`src/rtl/rft_pkg.sv`:
```
package rft_pkg;
    localparam int RFT_NREG   = 8;
    localparam int RFT_DATA_W = 16;
    localparam int RFT_TAG_W  = 4;
    localparam int RFT_LINK   = 1;
endpackage

```
`src/rtl/rft_read_port.sv`:
```
module rft_read_port #(
    parameter int NREG   = rft_pkg::RFT_NREG,
    parameter int DATA_W = rft_pkg::RFT_DATA_W,
    parameter int TAG_W  = rft_pkg::RFT_TAG_W,
    localparam int IDX_W = $clog2(NREG)
) (
    input  logic [IDX_W-1:0]             idx,
    input  logic [NREG-1:0][DATA_W-1:0]  val_q,
    input  logic [NREG-1:0][TAG_W-1:0]   tag_q,
    input  logic                         bc_valid,
    input  logic [TAG_W-1:0]             bc_tag,
    input  logic [DATA_W-1:0]            bc_data,
    output logic [DATA_W-1:0]            val,
    output logic [TAG_W-1:0]             tag
);
    localparam logic [TAG_W-1:0] TAG_NONE = {TAG_W{1'b1}};

    logic [TAG_W-1:0] cur_tag;
    logic             fwd_hit;

    always_comb begin
        cur_tag = tag_q[idx];
        fwd_hit = bc_valid && (cur_tag != TAG_NONE) && (cur_tag == bc_tag);
        if (idx == '0) begin
            val = '0;
            tag = TAG_NONE;
        end else if (fwd_hit) begin
            val = bc_data;
            tag = TAG_NONE;
        end else begin
            val = val_q[idx];
            tag = cur_tag;
        end
    end
endmodule

```
`src/rtl/rft_dest_decode.sv`:
```
module rft_dest_decode #(
    parameter int NREG     = rft_pkg::RFT_NREG,
    parameter int TAG_W    = rft_pkg::RFT_TAG_W,
    parameter int LINK_REG = rft_pkg::RFT_LINK,
    localparam int IDX_W   = $clog2(NREG)
) (
    input  logic             iss_valid,
    input  logic             iss_link,
    input  logic [IDX_W-1:0] iss_dst,
    input  logic [TAG_W-1:0] iss_tag,
    output logic [NREG-1:0]  hit
);
    localparam logic [TAG_W-1:0] TAG_NONE = {TAG_W{1'b1}};

    logic [IDX_W-1:0] target;
    logic             go;

    assign target = iss_link ? IDX_W'(LINK_REG) : iss_dst;
    assign go     = iss_valid && (iss_tag != '0) && (iss_tag != TAG_NONE);

    for (genvar g = 0; g < NREG; g++) begin : g_hit
        if (g == 0) begin : g_zero
            assign hit[g] = 1'b0;
        end else begin : g_reg
            assign hit[g] = go && (target == IDX_W'(g));
        end
    end
endmodule

```
`src/rtl/rfile_rename.sv`:
```
module rfile_rename #(
    parameter int NREG     = rft_pkg::RFT_NREG,
    parameter int DATA_W   = rft_pkg::RFT_DATA_W,
    parameter int TAG_W    = rft_pkg::RFT_TAG_W,
    parameter int LINK_REG = rft_pkg::RFT_LINK,
    localparam int IDX_W   = $clog2(NREG)
) (
    input  logic              clk,
    input  logic              rst_n,
    input  logic [IDX_W-1:0]  src_a_idx,
    output logic [DATA_W-1:0] src_a_val,
    output logic [TAG_W-1:0]  src_a_tag,
    input  logic [IDX_W-1:0]  src_b_idx,
    output logic [DATA_W-1:0] src_b_val,
    output logic [TAG_W-1:0]  src_b_tag,
    input  logic              iss_valid,
    input  logic              iss_link,
    input  logic [IDX_W-1:0]  iss_dst,
    input  logic [TAG_W-1:0]  iss_tag,
    input  logic              bc_valid,
    input  logic [TAG_W-1:0]  bc_tag,
    input  logic [DATA_W-1:0] bc_data
);
    localparam logic [TAG_W-1:0] TAG_NONE = {TAG_W{1'b1}};

    typedef struct packed {
        logic [NREG-1:0][DATA_W-1:0] val;
        logic [NREG-1:0][TAG_W-1:0]  tag;
    } rf_state_t;

    rf_state_t st_d, st_q;
    logic [NREG-1:0]             ren_hit;
    logic [NREG-1:0][DATA_W-1:0] val_q;
    logic [NREG-1:0][TAG_W-1:0]  tag_q;

    assign val_q = st_q.val;
    assign tag_q = st_q.tag;

    rft_dest_decode #(.NREG(NREG), .TAG_W(TAG_W), .LINK_REG(LINK_REG)) u_dec (
        .iss_valid (iss_valid),
        .iss_link  (iss_link),
        .iss_dst   (iss_dst),
        .iss_tag   (iss_tag),
        .hit       (ren_hit)
    );

    rft_read_port #(.NREG(NREG), .DATA_W(DATA_W), .TAG_W(TAG_W)) u_rd_a (
        .idx      (src_a_idx),
        .val_q    (val_q),
        .tag_q    (tag_q),
        .bc_valid (bc_valid),
        .bc_tag   (bc_tag),
        .bc_data  (bc_data),
        .val      (src_a_val),
        .tag      (src_a_tag)
    );

    rft_read_port #(.NREG(NREG), .DATA_W(DATA_W), .TAG_W(TAG_W)) u_rd_b (
        .idx      (src_b_idx),
        .val_q    (val_q),
        .tag_q    (tag_q),
        .bc_valid (bc_valid),
        .bc_tag   (bc_tag),
        .bc_data  (bc_data),
        .val      (src_b_val),
        .tag      (src_b_tag)
    );

    always_comb begin
        st_d = st_q;
        for (int i = 1; i < NREG; i++) begin
            if (bc_valid && (st_q.tag[i] != TAG_NONE) && (st_q.tag[i] == bc_tag)) begin
                st_d.val[i] = bc_data;
                st_d.tag[i] = TAG_NONE;
            end
            if (ren_hit[i]) begin
                st_d.tag[i] = iss_tag;
            end
        end
        st_d.val[0] = '0;
        st_d.tag[0] = TAG_NONE;
    end

    always_ff @(posedge clk or negedge rst_n) begin
        if (!rst_n) begin
            for (int i = 0; i < NREG; i++) begin
                st_q.val[i] <= '0;
                st_q.tag[i] <= TAG_NONE;
            end
        end else begin
            st_q <= st_d;
        end
    end
endmodule

```
`config.mk`:
```
export PLATFORM = sky130hd
export DESIGN_NAME = rfile_rename
export DESIGN_NICKNAME = d
export VERILOG_FILES = /design/src/rtl/rft_pkg.sv /design/src/rtl/rft_read_port.sv /design/src/rtl/rft_dest_decode.sv /design/src/rtl/rfile_rename.sv
export SDC_FILE = /design/constraint.sdc
export NUM_CORES = 1
export LEC_CHECK = 0
export CAP_MARGIN = 20
export CORE_ASPECT_RATIO = 0.7
export CORE_UTILIZATION = 35
export DETAILED_ROUTE_END_ITERATION = 8
export PLACE_DENSITY = 0.5
export SETUP_SLACK_MARGIN = 0.3
export SLEW_MARGIN = 10
export SYNTH_ARGS = -nofsm -noshare
export SYNTH_HDL_FRONTEND = slang
export SYNTH_SLANG_ARGS = --single-unit
```
`constraint.sdc`:
```
create_clock -name clk -period 7.1 [get_ports clk]
set_input_delay 0.71 -clock clk [delete_from_list [all_inputs] [get_ports clk]]
set_output_delay 0.71 -clock clk [all_outputs]
set_load 0.1 [all_outputs]
```
==> results of run 1 <==
logic make-up after synthesis:
family	after synthesis
buf+inv	82
compound gates	138
xor+xnor	25
mux	238
flops	140
simple gates	110
cell type report:
type / instances / area, um^2
Fill cell: 2279 / 13800
Multi-Input combinational cell: 511 / 4770
Sequential cell: 140 / 3540
Timing Repair Buffer: 98 / 877
Clock buffer: 28 / 497
Tap cell: 318 / 398
Inverter: 28 / 105
Clock inverter: 3 / 40.0
where the power goes:
part / switching, uW / internal [uW] / total [uW]
combinational: 1210 / 891 / 2100
clock: 335 / 507 / 842
sequential: 373 / 1240 / 1610
total: 1920 / 2640 / 4560
final timing paths:
| path | from | endpoint | cells after the start |
|---|---|---|---|
| hold reg to reg | st_q[86]$_DFFE_PN0P_ | st_q[86]$_DFFE_PN0P_ | 1 |
| setup reg to reg | st_q[18]$_DFFE_PN1P_ | st_q[96]$_DFFE_PN0P_ | 6 |
| setup / recovery | src_a_idx[0] | src_a_val[8] | 9 |
| hold / removal | rst_n | st_q[76]$_DFFE_PN0P_ | 1 |
| min in group clk | st_q[86]$_DFFE_PN0P_ | st_q[86]$_DFFE_PN0P_ | 1 |
| max in group asynchronous | rst_n | st_q[129]$_DFFE_PN0P_ | 2 |
through the flow:
step           total power (uW)  utilization, %  cell area [um^2]  instances
2_1_floorplan              3170               -              8680        733
4_1_cts                    4570            42.5             10200       1125
5_1_grt                    4810            42.6             10200       1126
6_report                   4560            42.6             10200       1126
3_5_place_dp               3710            40.3              9660       1094
3_3_place_gp               3650            40.3              9660       1094
worst register-to-register path, stage by stage, from the launching register on:
cell and delay (ns):
dfstp_2 0.59, inv_1 0.08, o311ai_0 0.27, o21ai_0 0.14, and4_1 0.29, buf_4 0.28
mux2_2 0.32
per-layer routing:
layer  GRT usage (%)  share of wire (%)  routed length [um]  vias to the layer above
li1                -                  -                   -                     2890
met1            32.2                 48               12700                     3399
met2            32.4                 44               11700                      224
met3            4.29                5.5                1450                       36
met4            7.16                1.8                 476                        0
met5               0                  0                   0                        -
layout by cell type, fill, tap and decap left out, types with 5 or more instances in the layout:
master           instances
mux2_2                 167
dfrtp_1                112
clkdlybuf4s50_1         52
o21ai_0                 43
buf_4                   39
nor2_1                  37
mux4_2                  32
mux2i_1                 30
inv_1                   28
dfstp_2                 28
a21oi_1                 23
a221oi_1                20
nand2_1                 17
nand3_1                 17
clkbuf_16               17
xor2_1                  14
xnor2_1                 11
a22oi_1                 10
a211oi_1                 8
mux2_4                   8
clkbuf_1                 8
and4_1                   7
nor2b_1                  6
nand2b_1                 5
a2bb2oi_1                5
buf_2                    5
==> results.cfg, run 1 <==
[placed_design]
gp_congestion = 0.907
port_buffers = 77
dpl_worst_slack_ns = 1.61
hpwl_um = 17000

[clock_network]
post_cts_resized = 0
cts_setup_buffers = 0
cts_max_level = 4
insertion_delay_ns = 0.44
clock-root-buffer = clkbuf_16
cts_num_sinks = 140
cts_tree = done
clkSlewWorstSetupHoldPaths_ns = 0.06
ctsHoldBuffers = 0
cts_buffer_depth = 2
cts_buffers = 17

[synth]
synthAdderAreaFrac_pct = 0
synth_top_area_cell = dfrtp_1
syn_inst = 733
async_flop_share_pct = 100
synthFlopType = dfrtp_1
synth_commonest_cells = mux2_2 (167), dfrtp_1 (112), o21ai_0 (43)
syn_area_um2 = 8680
synthMuxAreaShare_pct = 35.1
syn_nets = 771
synth_area_leaders = dfrtp_1 (32%), mux2_2 (22%), dfstp_2 (8.5%)
synth_cell_type_count = 55
synth-seq-area-share_pct = 40.8
synth_top_area_share_pct = 32.3
synth_most_common_cell = mux2_2
synth_top_family_by_area = multiplexers
ys_seq_elements = 140
synth-compound-area-share_pct = 10.9
synth_edf_count = 0
synth-simple-area-share_pct = 6.44
synthXorXnorAreaFrac_pct = 2.52
postSynthAreaPerCell_um2 = 11.8
ys_warn_count = 0

[worst_setup_path]
critPathMaxFanout = 46
criticalPathCategory = input pin to primary output
crit_slowest_cell = clkdlybuf4s50_1
cp_top_family = buffers and inverters
worstSetupStartpointType = input pin
cp.required_ns = 6.39
cp_num_buf_inv = 3
reg2reg_slack_ns = 5.02
crit_arrival_ns = 4.81
cp_slowest_stage_delay_ns = 1.14
crit_chain = buf_2 > nor2b_1 > a221oi_1 > o31ai_1 > or3b_1 > a2111oi_4 > buf_4 > mux2_2 > clkdlybuf4s50_1
end_kind = primary output

[grt]
antenna_found_initial = 0
grt_overflow = 0
grt_pass1_wl_um = 41800
grt_usage_pct = 22.0
grt_start_max_net_pins = 73
grt_pass1_vias = 6913

[sta]
tightest_slew_ns = 1.11
finalHoldViolations = 0
tns_ns = 0
period_share_pct = 77.7
fin_crit_ns = 5.52
setup_slack_ns = 1.58
drv_slew = 0
skew_ns = 0.0145
setup_viol = 0
rsz0062_at_grt = false
slew_headroom_pct = 25.7
max_freq_mhz = 181
fin_hold_ws_ns = 0.282

[routing]
antenna_left = 0
drc = 0
routed_wl_um = 26300
drtIter0Drc = 528
drtPass1Iterations = 5
viasPerCell = 5.82
num_vias = 6549
wl_per_cell_um = 23.4

[floorplanning]
core_area_um2 = 24000
row_count = 47
die_area_um2 = 25500
die_h_um = 134
ioPinCount = 78
fp.dieW_um = 190
start_util_pct = 36.2

[status]
status = finished, final reports clean

[power_and_ir_drop]
vdd_drop_max_uv = 201
p_leak_uw = 0.00425
p_per_area_nw_per_um2 = 446

[flow_run]
max_cap_viol_count = 0

[cells_and_area]
regMostFlops = st_q
reg_top3 = st_q (140)
final_net_count = 834
largest_reg_flops = 140
areaGrowthSynthToFinish_pct = 17.8
antenna_cells = 0
drive_above_1_share_pct = 38.1

[worst_hold_path]
hold_class = input pin to async pin
No activity file was read; power rests on OpenSTA's default activity.
==> inputs of run 2 (changes only) <==
Clock period 7.1 ns to 5.17 ns, I/O delays scaled along.
==> run 2 against run 1 <==
Utilization rose by 1.1 points. First-iteration DRC count is 21% lower. Total power increased by 43%. Critical endpoint is now src_a_val[11].
==> results.cfg, run 2 (synthesized netlist as in run 1, its figures left out) <==
[cells_and_area]
largest_reg_flops = 140
reg_top3 = st_q (140)
areaGrowthSynthToFinish_pct = 20.8
drive_above_1_share_pct = 41.9
regMostFlops = st_q
nFillCells = 2248
antenna_cells = 0
final_common_cell = mux2_2
final_net_count = 836
final_cell_mix = mux2_2 (167), dfrtp_1 (112), o21ai_0 (43)
fin_util_pct = 43.7

[worst_setup_path]
worstSetupStartpointType = input pin
cp_slowest_stage_delay_ns = 0.81
r2r_cells = 5
r2r_start = st_q[4]$_DFFE_PN1P_
end_kind = primary output
cp_top_family = buffers and inverters
crit_chain = buf_2 > nor2b_1 > a221oi_1 > nor3_1 > or3b_1 > a2111oi_4 > buf_12 > mux2_2 > buf_4
cp_num_buf_inv = 3
crit_arrival_ns = 3.85
reg2reg_slack_ns = 2.96
criticalPathCategory = input pin to primary output
timing.rr.end = st_q[52]$_DFFE_PN0P_
crit_slowest_cell = buf_2
cp.required_ns = 4.65
critPathMaxFanout = 46

[floorplanning]
die_area_um2 = 25500
ioPinCount = 78
fp.dieW_um = 190
core_area_um2 = 24000
row_count = 47
die_h_um = 134
start_util_pct = 36.2

[power_and_ir_drop]
seqPwrFrac_pct = 33.8
power_uw = 6490
p_clk_share_pct = 19.1
swShare_pct = 41.6
vdd_drop_max_uv = 370
comb_power_share_pct = 47.1
power_switching_uw = 2700
p_int_uw = 3790
p_leak_uw = 0.00436
p_per_area_nw_per_um2 = 619

[routing]
antenna_left = 0
viasPerCell = 5.68
wl_per_cell_um = 23.3
drc = 0
drtPass1Iterations = 5
drtIter0Drc = 416
num_vias = 6418
routed_wl_um = 26300

[sta]
tightest_slew_ns = 1.11
slew_headroom_pct = 25.7
rsz0062_at_grt = false
period_share_pct = 84.5
tns_ns = 0
fin_crit_ns = 4.37
drv_slew = 0
skew_ns = 0.00944
max_freq_mhz = 229
setup_viol = 0
finalHoldViolations = 0

[placed_design]
gp_congestion = 0.867
port_buffers = 77
hpwl_um = 17500

[clock_network]
ctsHoldBuffers = 0
cts_buffer_depth = 2
cts_buffers = 17
insertion_delay_ns = 0.44
cts_tree = done
post_cts_resized = 0
cts_max_level = 4
clock-root-buffer = clkbuf_16
cts_setup_buffers = 0
clkSlewWorstSetupHoldPaths_ns = 0.06
cts_num_sinks = 140

[grt]
grt_pass1_wl_um = 41100
grt_pass1_vias = 6604
grt_start_max_net_pins = 100
antenna_found_initial = 0
grt_usage_pct = 21.8
grt_overflow = 0

[status]
status = finished, final reports clean

[flow_run]
max_cap_viol_count = 0

[worst_hold_path]
hold_class = input pin to async pin
## run 2: changes by cell type in the layout (fill, tap and decap cells not counted), sizes merged
cell,previous run,this run
clkdlybuf4s50,52,31
buf,46,69
inv,28,29
clkinvlp,0,6
clkinv,2,5
clkbuf,28,18
bufinv,1,2
## run 2: worst reg2reg max path, cell delays in order, from the launching register on
cell,delay [ns]
dfstp_2,0.61
nand3_1,0.08
o21ai_0,0.11
and4_1,0.59
buf_4,0.34
mux2_2,0.36
## run 2: stage by stage
step | setup WS, ns | hold WS, ns | area, um^2 | std cells
after floorplan | 0.713 | 0.221 | 8680 | 733
after global placement | 0.965 | 0.502 | 9880 | 1096
after detailed placement | 0.834 | 0.516 | 9900 | 1097
after CTS | 0.832 | 0.247 | 10500 | 1129
after global routing | 0.589 | 0.276 | 10500 | 1129
final | 0.803 | 0.192 | 10500 | 1129
## run 2: final cells by class
cell class	count	area (um^2)	share of cell area (%)
Inverter	28	105	1.00
Multi-Input combinational cell	511	4770	45.5
Timing Repair Buffer	100	1090	10.4
Tap cell	318	398	3.79
Clock inverter	14	146	1.40
Clock buffer	18	439	4.19
Sequential cell	140	3540	33.7
## run 2: worst max path at each step
| stage | start | endpoint | slack (ns) | cells past startpoint |
|---|---|---|---|---|
| 6_report | src_a_idx[0] | src_a_val[11] | 0.80 | 9 |
| 5_1_grt | src_a_idx[0] | src_a_val[12] | 0.59 | 9 |
| 4_1_cts | src_a_idx[0] | src_a_val[0] | 0.83 | 9 |
| 3_5_place_dp | src_a_idx[0] | src_a_val[0] | 0.83 | 9 |
| 3_3_place_gp | src_b_idx[0] | src_b_val[7] | 0.96 | 10 |
| 2_1_floorplan | src_a_idx[0] | src_a_tag[1] | 0.71 | 6 |
## run 2: power groups by stage
stage          logic [uW]  registers [uW]  clock network (uW)
5_1_grt              3230            2280                1320
3_3_place_gp         3020            2170                   0
4_1_cts              3080            2180                1270
6_report             3060            2200                1240
3_5_place_dp         3070            2190                   0
2_1_floorplan        2350            2000                   0
## run 2: routing by layer
| layer | GRT usage (%) | up-vias | part of all wire (%) |
|---|---|---|---|
| li1 | - | 2892 | - |
| met1 | 32.0 | 3334 | 50 |
| met2 | 32.8 | 161 | 45 |
| met3 | 3.90 | 31 | 4.2 |
| met4 | 6.27 | 0 | 1.2 |
| met5 | 0 | - | 0 |
==> inputs of run 3 (changes only) <==
Clock period 5.17 ns to 4.4 ns, I/O delays scaled along.
==> run 3 against run 2 <==
Global-route usage decreased by 0.21 points. Combinational power grew 24%. Final cell count rose by 0.35%. Setup slack got worse by 0.25 ns. Sequential power rose by 17%. Largest power group unchanged. Critical endpoint is now src_b_val[10].
==> results.cfg, run 3 (synthesized netlist as in run 1, its figures left out) <==
[status]
status = finished, final reports clean

[placed_design]
gp_congestion = 0.890
port_buffers = 77
dpl.cell_count = 1101
hpwl_um = 17200

[clock_network]
cts_num_sinks = 140
cts_buffers = 17
clock-root-buffer = clkbuf_16
cts_tree = done
cts_max_level = 4
cts_setup_buffers = 0
cts_buffer_depth = 2
insertion_delay_ns = 0.44
clkSlewWorstSetupHoldPaths_ns = 0.05

[routing]
drtIter0Drc = 481
num_vias = 6458
routed_wl_um = 26200
antenna_left = 0
drc = 0
viasPerCell = 5.70
drtPass1Iterations = 5
wl_per_cell_um = 23.1

[sta]
fin_crit_ns = 3.85
finalHoldViolations = 0
max_freq_mhz = 260
slew_headroom_pct = 31.8
period_share_pct = 87.5
tns_ns = 0
skew_ns = 0.0104
rsz0062_at_grt = false
fin_hold_ws_ns = 0.137
drv_slew = 0
tightest_slew_ns = 1.02
setup_viol = 0

[power_and_ir_drop]
comb_power_share_pct = 48.0
p_clk_share_pct = 19.5
swShare_pct = 40.2
seqPwrFrac_pct = 32.5
p_leak_uw = 0.00450
vdd_drop_max_uv = 512
p_per_area_nw_per_um2 = 734
power_switching_uw = 3190
p_int_uw = 4740

[floorplanning]
die_area_um2 = 25500
start_util_pct = 36.2
row_count = 47
fp.dieW_um = 190
die_h_um = 134
core_area_um2 = 24000
ioPinCount = 78

[worst_setup_path]
r2r_start = st_q[14]$_DFFE_PN1P_
end_kind = primary output
worstSetupStartpointType = input pin
criticalPathCategory = input pin to primary output
cp.required_ns = 3.96
reg2reg_slack_ns = 2.26
crit_arrival_ns = 3.41
critPathMaxFanout = 23
crit_path_start = src_b_idx[2]

[grt]
grt_pass1_wl_um = 41000
grt_start_max_net_pins = 105
antenna_found_initial = 0
grt_overflow = 0
grt_usage_pct = 21.6
grt_pass1_vias = 6792

[cells_and_area]
fin_util_pct = 45.0
final_cell_mix = mux2_2 (167), dfrtp_1 (112), o21ai_0 (43)
drive_above_1_share_pct = 42.5
reg_top3 = st_q (140)
final_common_cell = mux2_2
areaGrowthSynthToFinish_pct = 24.4
final_net_count = 840
regMostFlops = st_q
multi_input_area_um2 = 4780
largest_reg_flops = 140
nFillCells = 2197
fin_cells = 1133
seq_area_um2 = 3540
antenna_cells = 0

[flow_run]
max_cap_viol_count = 0

[worst_hold_path]
hold_class = input pin to async pin
==> run 3: cell types whose count changed in the layout (fill, tap and decap cells not counted) <==
cell,delta
clkbuf_8,+4
o31ai_1,-2
buf_12,+19
inv_6,-1
o31ai_2,+2
buf_8,-1
buf_2,-1
bufinv_16,+1
buf_4,-14
clkbuf_4,+1
clkinvlp_4,-3
clkinv_4,-1
==> run 3: power by group through the flow <==
stage	Combinational, uW	Sequential, uW	Clock (uW)
global route	4030	2670	1640
floorplan	2760	2360	0
detailed placement	3810	2570	0
CTS	3830	2560	1570
global placement	3750	2540	0
finish	3800	2580	1550
==> run 3: critical path, cell delays in order <==
cell and delay [ns]:
clkdlybuf4s50_1 0.64, buf_4 0.34, a2bb2oi_1 0.13, a221oi_1 0.48, o41ai_1 0.14, a2111o_1 0.52, buf_12 0.21, mux2_4 0.33
buf_12 0.17
==> run 3: final cells by class <==
class	instances	share of cell area [%]
clock inverters	10	1.26
clock buffers	22	4.57
multi-input cells	511	44.2
repair buffers	104	12.5
flip-flops and latches	140	32.8
inverters	28	0.973
well taps	318	3.68
==> run 3: worst paths after layout <==
check | cells past startpoint | to
setup / recovery | 9 | src_b_val[10]
hold / removal | 1 | st_q[151]$_DFFE_PN0P_
setup reg to reg | 5 | st_q[90]$_DFFE_PN0P_
hold reg to reg | 1 | st_q[121]$_DFFE_PN0P_
max in group asynchronous | 2 | st_q[85]$_DFFE_PN0P_
min in group clk | 1 | st_q[121]$_DFFE_PN0P_
==> run 3: repair_timing <==
| action | CTS | global route |
|---|---|---|
| hold endpoints to repair | 0 | 0 |
| hold buffers | 0 | 0 |
| gates resized for setup | 0 | 1 |
| endpoints found under the setup margin | 0 | 16 |
==> run 3: stage by stage <==
stage                     power (uW)  cell area [um^2]  worst slack (ns)
after global routing            8340             10800             0.342
after global placement          6290             10200             0.571
final                           7930             10800             0.550
after CTS                       7960             10800             0.458
after detailed placement        6390             10200             0.463
after floorplan                 5120              8690             0.938
==> run 3: routing by layer <==
layer  wire, um  GRT usage [%]
met5          0              0
met1      12500           31.2
met4        433           7.20
met2      11600           31.9
met3       1600           4.74
